===== src/rtl/udpgen_pkg.sv =====
package udpgen_pkg;

    typedef enum logic [0:0] {
        ST_IDLE = 1'b0,
        ST_SEND = 1'b1
    } gen_state_t;

    typedef enum logic [0:0] {
        PAT_SHORT = 1'b0,
        PAT_JUMBO = 1'b1
    } pattern_t;

endpackage


===== src/rtl/udpgen_debounce.sv =====
module udpgen_debounce #(
    parameter int DEBOUNCE_CYCLES = 250000
) (
    input  logic clk,
    input  logic rst_n,
    input  logic raw_in,
    output logic press
);
    localparam int CNT_W = (DEBOUNCE_CYCLES > 1) ? $clog2(DEBOUNCE_CYCLES) : 1;
    localparam logic [CNT_W-1:0] CNT_LAST = CNT_W'(DEBOUNCE_CYCLES - 1);

    logic             sync_a;
    logic             sync_b;
    logic             level;
    logic [CNT_W-1:0] cnt;

    // Two-flop synchroniser
    always_ff @(posedge clk) begin
        if (!rst_n) begin
            sync_a <= 1'b0;
            sync_b <= 1'b0;
        end else begin
            sync_a <= raw_in;
            sync_b <= sync_a;
        end
    end

    // Stable level changes only after the input differs for the whole window
    always_ff @(posedge clk) begin
        if (!rst_n) begin
            level <= 1'b0;
            cnt   <= '0;
            press <= 1'b0;
        end else begin
            press <= 1'b0;
            if (sync_b == level) begin
                cnt <= '0;
            end else if (cnt == CNT_LAST) begin
                cnt   <= '0;
                level <= sync_b;
                press <= sync_b;
            end else begin
                cnt <= cnt + 1'b1;
            end
        end
    end


    press_single_chk: assert property (@(posedge clk) disable iff (!rst_n)
        press |=> !press);


    press_needs_high_chk: assert property (@(posedge clk) disable iff (!rst_n)
        press |-> level);

endmodule


===== src/rtl/udpgen_seq.sv =====
module udpgen_seq
    import udpgen_pkg::*;
#(
    parameter int SHORT_COUNT = 15,
    parameter int SHORT_STEP  = 2,
    parameter int JUMBO_COUNT = 2,
    parameter int JUMBO_LEN   = 8972,
    parameter int LEN_W       = 16
) (
    input  logic             clk,
    input  logic             rst_n,
    input  logic             start,
    input  logic             mode_in,
    input  logic             m_ready,
    output logic             m_valid,
    output logic [7:0]       m_data,
    output logic             m_sop,
    output logic             m_eop,
    output logic [LEN_W-1:0] m_len,
    output logic             busy
);
    localparam int MAX_PKTS = (SHORT_COUNT > JUMBO_COUNT) ? SHORT_COUNT : JUMBO_COUNT;
    localparam int PKT_W    = $clog2(MAX_PKTS + 1);
    localparam logic [PKT_W-1:0] SHORT_LAST = PKT_W'(SHORT_COUNT - 1);
    localparam logic [PKT_W-1:0] JUMBO_LAST = PKT_W'(JUMBO_COUNT - 1);
    localparam logic [LEN_W-1:0] SHORT_MAX  = LEN_W'(SHORT_COUNT * SHORT_STEP);

    gen_state_t       state;
    pattern_t         pat_q;
    logic [PKT_W-1:0] pkt;
    logic [LEN_W-1:0] idx;
    logic [LEN_W-1:0] cur_len;
    logic             last_byte;
    logic             last_pkt;
    logic             accept;

    // Packet length and end conditions
    always_comb begin
        if (pat_q == PAT_JUMBO) begin
            cur_len  = LEN_W'(JUMBO_LEN);
            last_pkt = (pkt == JUMBO_LAST);
        end else begin
            cur_len  = LEN_W'((32'(pkt) + 32'd1) * 32'(SHORT_STEP));
            last_pkt = (pkt == SHORT_LAST);
        end
        last_byte = (idx == cur_len - 1'b1);
        accept    = (state == ST_SEND) && m_ready;
    end

    // State register and counters
    always_ff @(posedge clk) begin
        if (!rst_n) begin
            state <= ST_IDLE;
            pat_q <= PAT_SHORT;
            pkt   <= '0;
            idx   <= '0;
        end else begin
            unique case (state)
                ST_IDLE: begin
                    if (start) begin
                        // idle_to_send
                        state <= ST_SEND;
                        pat_q <= pattern_t'(mode_in);
                        pkt   <= '0;
                        idx   <= '0;
                    end
                end
                ST_SEND: begin
                    if (accept) begin
                        if (!last_byte) begin
                            // next_byte
                            idx <= idx + 1'b1;
                        end else if (!last_pkt) begin
                            // next_packet
                            pkt <= pkt + 1'b1;
                            idx <= '0;
                        end else begin
                            // send_to_idle
                            state <= ST_IDLE;
                        end
                    end
                end
                default: state <= ST_IDLE;
            endcase
        end
    end

    // Outputs
    always_comb begin
        m_valid = 1'b0;
        m_sop   = 1'b0;
        m_eop   = 1'b0;
        m_data  = 8'h00;
        m_len   = '0;
        busy    = 1'b0;
        unique case (state)
            ST_IDLE: begin
                busy = 1'b0;
            end
            ST_SEND: begin
                busy    = 1'b1;
                m_valid = 1'b1;
                m_sop   = (idx == '0);
                m_eop   = last_byte;
                m_data  = 8'(pkt) + idx[7:0];
                m_len   = cur_len;
            end
            default: busy = 1'b0;
        endcase
    end


    hold_on_stall_chk: assert property (@(posedge clk) disable iff (!rst_n)
        (m_valid && !m_ready) |=> (m_valid && $stable(m_data) && $stable(m_sop)
                                   && $stable(m_eop) && $stable(m_len)));


    sop_after_eop_chk: assert property (@(posedge clk) disable iff (!rst_n)
        (m_valid && m_ready && m_eop && busy) |=> (!m_valid || m_sop));


    idx_in_range_chk: assert property (@(posedge clk) disable iff (!rst_n)
        m_valid |-> (idx < m_len));


    short_len_chk: assert property (@(posedge clk) disable iff (!rst_n)
        (m_valid && pat_q == PAT_SHORT) |->
            (m_len != '0 && m_len <= SHORT_MAX && (m_len % LEN_W'(SHORT_STEP)) == '0));


    pattern_held_chk: assert property (@(posedge clk) disable iff (!rst_n)
        (busy && $past(busy)) |-> $stable(pat_q));

endmodule


===== src/rtl/udp_burst_gen.sv =====
module udp_burst_gen #(
    parameter int DEBOUNCE_CYCLES = 250000,
    parameter int SHORT_COUNT     = 15,
    parameter int SHORT_STEP      = 2,
    parameter int JUMBO_COUNT     = 2,
    parameter int JUMBO_LEN       = 8972,
    parameter int LEN_W           = 16
) (
    input  logic             clk,
    input  logic             rst_n,
    input  logic             button_in,
    input  logic             mode_jumbo,
    input  logic             m_ready,
    output logic             m_valid,
    output logic [7:0]       m_data,
    output logic             m_sop,
    output logic             m_eop,
    output logic [LEN_W-1:0] m_len,
    output logic             busy
);
    logic press;

    udpgen_debounce #(
        .DEBOUNCE_CYCLES(DEBOUNCE_CYCLES)
    ) u_btn (
        .clk   (clk),
        .rst_n (rst_n),
        .raw_in(button_in),
        .press (press)
    );

    udpgen_seq #(
        .SHORT_COUNT(SHORT_COUNT),
        .SHORT_STEP (SHORT_STEP),
        .JUMBO_COUNT(JUMBO_COUNT),
        .JUMBO_LEN  (JUMBO_LEN),
        .LEN_W      (LEN_W)
    ) u_seq (
        .clk    (clk),
        .rst_n  (rst_n),
        .start  (press),
        .mode_in(mode_jumbo),
        .m_ready(m_ready),
        .m_valid(m_valid),
        .m_data (m_data),
        .m_sop  (m_sop),
        .m_eop  (m_eop),
        .m_len  (m_len),
        .busy   (busy)
    );


    valid_within_busy_chk: assert property (@(posedge clk) disable iff (!rst_n)
        m_valid |-> busy);

endmodule


===== config.mk =====
export PLATFORM = sky130hd
export DESIGN_NAME = udp_burst_gen
export DESIGN_NICKNAME = d
export VERILOG_FILES = /design/src/rtl/udpgen_pkg.sv /design/src/rtl/udpgen_debounce.sv /design/src/rtl/udpgen_seq.sv /design/src/rtl/udp_burst_gen.sv
export SDC_FILE = /design/constraint.sdc
export NUM_CORES = 1
export LEC_CHECK = 0
export BUFFER_PORTS_ARGS = -buffer_cell sky130_fd_sc_hd__buf_2
export CAP_MARGIN = 15
export CORE_MARGIN = 4
export CORE_UTILIZATION = 60
export DETAILED_ROUTE_END_ITERATION = 6
export GPL_TIMING_DRIVEN = 0
export PLACE_DENSITY = 0.89
export SLEW_MARGIN = 25
export SYNTH_ARGS = -nofsm -noshare
export SYNTH_HDL_FRONTEND = slang
export SYNTH_HIERARCHICAL = 1
export SYNTH_SLANG_ARGS = --single-unit

===== constraint.sdc =====
create_clock -name clk -period 5.25 [get_ports clk]
set_input_delay 0.2625 -clock clk [delete_from_list [all_inputs] [get_ports clk]]
set_output_delay 0.2625 -clock clk [all_outputs]
set_load 0.1 [all_outputs]

Yosys cells after proc, flatten, opt, wreduce, memory -nomap -nowiden --
Cells that the tools add are included.
Storage, ports and cells: register bits after elaboration 44, input bits 5, output and inout port bits 28
Operators by class: add/sub/neg operators 6, equality and inequality tests 10, multiplexer cells 23, bitwise operators 4, reductions and logical operators 8
Operators with widths (number):
- $mux 16 | 5
- $pmux 16 s2 | 1
- $add 18x1->18 const B | 1
- $eq 18x18->1 const B | 1
- $add 16x1->16 const B | 1
- $eq 16x16->1 | 1
- $logic_not 16->1 | 1
- $mux 4 | 4
- $sub 16x1->16 const B | 1
- $mux 14 | 1
- $add 4x8->8 | 1
- $mux 1 | 8
- $mux 8 | 1
- $ne 2x2->1 const B | 4
- $pmux 4 s2 | 1
- $reduce_or 3->1 | 2
- $add 4x1->5 const B | 1
- $add 4x1->4 const B | 1
- $eq 4x1->1 const B | 1
- $eq 4x4->1 const B | 1
- $not 1->1 | 4
- $pmux 1 s2 | 2
- $reduce_and 2->1 | 2
- $reduce_and 4->1 | 1
- other kinds (4) | 4

Logic depth before layout (Yosys ltp) --
word-level depth 7, gate-level depth with buffers 14

By module --
The synthesis kept the hierarchy.
By module, submodules not included:
- udpgen_seq | instances 1, cells an instance 283, area each 2169.6 sq um, seq. area each 440.4 sq um
- udpgen_debounce | instances 1, cells an instance 107, area each 973.4 sq um, seq. area each 440.4 sq um

Worst setup path before layout --
OpenSTA, ideal clock, no wires.
path type reg2out, from register u_seq.state, to output m_sop, data arrival time 4.697 ns, slack 0.290 ns, cell stages (with the launch flop) 4, path buffers 1, cells stage by stage dfxtp_1 -> clkbuf_1 -> or4b_2 -> nor4_1
On the way: cells in the longest elaborated chain, start to end 1
RTL lines:
- start: declaration | RTL line udpgen_seq.sv:28 | gen_state_t state;
- start signal: assignment | RTL line udpgen_seq.sv:53 | state <= ST_IDLE;
- start signal: assignment | RTL line udpgen_seq.sv:62 | state <= ST_SEND;
- start signal: assignment | RTL line udpgen_seq.sv:79 | state <= ST_IDLE;
- $mux 1 | RTL line udpgen_seq.sv:96 | unique case (state)
- end: declaration | RTL line udp_burst_gen.sv:16 | output logic m_sop,
Every way passes these cells.

Final worst setup path --
from register u_seq.pat_q, to output m_eop
On the way: cells in the longest elaborated chain, start to end 4
RTL lines:
- start: declaration | RTL line udpgen_seq.sv:29 | pattern_t pat_q;
- start signal: assignment | RTL line udpgen_seq.sv:63 | pat_q <= pattern_t'(mode_in);
- $mux 14 | RTL line udpgen_seq.sv:39 | if (pat_q == PAT_JUMBO) begin
- $sub 16x1->16 | RTL line udpgen_seq.sv:46 | last_byte = (idx == cur_len - 1'b1);
- $eq 16x16->1 | RTL line udpgen_seq.sv:46
- $mux 1 | RTL line udpgen_seq.sv:96
- end: declaration | RTL line udp_burst_gen.sv:17 | output logic m_eop,
Every way passes these cells.

==> flow_metrics.py <==
metrics = {
    "yosys": {
        "ys_top_cells_by_area": "dfxtp_1 28%, xnor2_1 6.4%, and2_1 4.4%",
        "async_flop_share_pct": 0,
        "yosysTopAreaCell": "dfxtp_1",
        "ys_seq_area_share_pct": 28.03,
        "synth_top_area_share_pct": 28.03,
        "avgSynthCellArea_um2": 8.059,
        "synthCells": 390,
        "synth_ff_type": "dfxtp_1",
        "ys_types": 65,
        "synth_edf_count": 0,
        "netlist_area_um2": 3143,
        "synth_warnings": 6,
        "synth-seq-cells": 44,
    },
    "die": {
        "core_area_um2": 5107,
        "io_pins": 33,
        "die_w_um": 80.38,
        "die_h_um": 80.38,
        "start_util_pct": 61.54,
        "die-area_um2": 6460,
        "row_count": 26,
    },
    "layout": {
        "drive_gt1_share_pct": 17.02,
        "nFillCells": 416,
        "regArea_um2": 880.8,
        "num_antenna_cells": 0,
        "fin_cells": 499,
        "nets": 444,
        "design_area_um2": 3492,
        "area_delta_synth_final_pct": 11.11,
        "fin_util_pct": 68.37,
        "multiInputGateArea_um2": 2043,
    },
    "detailed_routing": {
        "drt_iter0_drc": 282,
        "wirelength_mm": 7.565,
        "avgViaCountPerCell": 6.022,
        "drtPass1Iterations": 5,
        "ant_nets": 0,
        "drc": 0,
        "routedWlPerCell_um": 15.16,
        "via_count": 3005,
    },
    "power_and_ir_drop": {
        "p_leak_nw": 1.421,
        "total_power_mw": 0.6417,
        "power.density_nw_per_um2": 183.7,
        "peakVddDrop_mv": 0.1876,
    },
    "setup_path": {
        "rrSetupSlack_ns": 1.88,
        "critPathMostFrequentCell": "buf_2",
        "path_cells": "buf_2, inv_2, ha_1, or3_4, o21bai_4, or3b_4, a221o_1, nor2b_1, o2111a_1, buf_2",
        "worstPathRequired_ns": 4.99,
        "crit_fanout": 10,
        "cp.arrival_ns": 3.42,
        "criticalPathCategory": "reg2out",
        "reg2regPathDepth": 12,
        "r2r-end": "u_seq/idx[12]",
        "worst_path_max_delay_cell": "buf_2",
        "cp-end-kind": "output port",
        "r2r-start": "u_seq/pat_q",
        "path_depth": 10,
        "crit_start": "u_seq/pat_q",
        "critical_path_buf_inv_count": 3,
        "crit_path_start_kind": "flop",
        "endpoint": "m_eop",
        "crit_family": "simple AND/OR/NAND/NOR gates",
        "slowest_delay_ns": 0.43,
    },
    "place": {
        "placed_cells": 491,
        "place_area_um2": 3377,
        "portBuffers": 24,
        "pre_cts_slack_ns": 1.940,
        "place_congestion": 0.9739,
        "hpwl_mm": 5.442,
    },
    "sta": {
        "skew_ns": 0.01166,
        "rsz0062_at_grt": "no",
        "finalHoldViolations": 0,
        "fin_crit_ns": 3.679,
        "fmax_mhz": 271.8,
        "setup_viol_count_final": 0,
        "slew_headroom_pct": 64.18,
        "maxSlewViolCount": 0,
        "hold_slack_ns": 0.1733,
        "setup_slack_ns": 1.571,
        "tightest_slew_ns": 0.5298,
        "fin_tns_setup_ns": 0,
        "period_share_pct": 70.07,
    },
    "job": {
        "drv_cap": 0,
    },
    "clock_tree": {
        "cts_sinks": 44,
        "postCtsSetupRepairBufs": 0,
        "path_clk_slew_ns": 0.09,
        "cts_tree": "built",
        "cts-root-buf": "clkbuf_8",
        "clk_path_buf_depth": 2,
        "cts_buffers": 5,
        "cts-resized-gates": 0,
        "cts_hold_buf": 0,
        "cts.htree.levels": 2,
        "worstSkewPairLatency_ns": 0.29,
    },
    "grt": {
        "grt_pass1_vias": 2872,
        "grt_max_degree": 16,
        "grt.overflow.total": 0,
        "antenna_found_initial": 0,
        "track_usage_pct": 25.12,
        "grt_pass1_wl_mm": 13.14,
    },
    "outcome": {
        "outcome": "completed",
    },
    "hold_path": {
        "min_path_type": "in2reg",
    },
}
how the worst min path moves through the flow:
stage / from / to / slack [ns] / depth (start not counted)
floorplan: rst_n / u_btn/sync_a / 0.38 / 1
global placement: u_btn/sync_a / u_btn/sync_b / 0.42 / 1
detailed placement: u_btn/sync_a / u_btn/sync_b / 0.43 / 1
CTS: button_in / u_btn/sync_a / 0.17 / 2
global route: button_in / u_btn/sync_a / 0.16 / 2
finish: button_in / u_btn/sync_a / 0.17 / 2
logic make-up after synthesis:
group	after synthesis	share of synthesized area, %
flops	44	28.03
other cells	1	0.1193
xor+xnor	30	8.360
mux	4	1.314
compound gates	57	14.33
buf+inv	46	7.802
simple gates	197	35.43
fa+ha+maj	11	4.618
power by group:
part | internal [mW] | total [mW] | switching [mW] | leakage (nW)
combinational | 0.00782 | 0.0397 | 0.0319 | 1.01
clock | 0.143 | 0.267 | 0.123 | 0.0548
sequential | 0.334 | 0.335 | 0.000753 | 0.355
synth_stat cells (all sizes together), types with 4 or more instances:
master and number:
a21boi 4, a21oi 11, a221o 13, and2 22
and3 7, buf 21, clkbuf 15, dfxtp 44
ha 10, inv 10, nand2 29, nand3 18
nand4 11, nor2 36, nor2b 7, nor3 22
nor4 10, o21ai 11, or2 6, or3 10
xnor2 23, xor2 7
sequential cells by signal (all words and copies together) (netlist names):
register	count
u_seq/pkt	4
u_seq/idx	16
u_btn/sync_a	1
u_btn/level	1
u_btn/press	1
u_seq/pat_q	1
u_btn/cnt	18
u_seq/state	1
u_btn/sync_b	1
area by class of cell:
cell class                 instances  share of cell area, %
tap                               70                  2.508
sequential                        44                  25.22
multi-input combinational        307                  58.51
timing repair buffer              24                  3.440
clock buffer                       5                  1.971
buffer                            36                  5.948
clock inverter                     3                  1.326
inverter                          10                  1.075
metal layers:
| metal | vias to the layer above | share of wire [%] | GRT usage [%] |
|---|---|---|---|
| met1 | 1379 | 42 | 30.28 |
| met2 | 149 | 49 | 43.54 |
| met4 | 0 | 2.6 | 10.30 |
| met5 | - | 0 | 0 |
| li1 | 1451 | - | - |
| met3 | 26 | 6.7 | 4.709 |
cell usage in the layout, fill, tap and decap left out, drive strengths merged, types with 2 or more instances in the layout:
cell type and instances:
a21o 3, a221o 13, or2 6, nor2b 7, and2 22, o21ai 11
nand2b 3, nor2 36, conb 8, nor3b 2, inv 11, and3 7
a21oi 11, mux2i 3, xor2 7, ha 10, o21a 2, or4 3
nand3 18, nor4b 3, xnor2 23, or3 10, or4b 2, nand4 11
clkbuf 20, a21boi 4, nor4 10, nand2 29, dfxtp 44, nor3 22
buf 45
(Power assumes the default switching activity.)
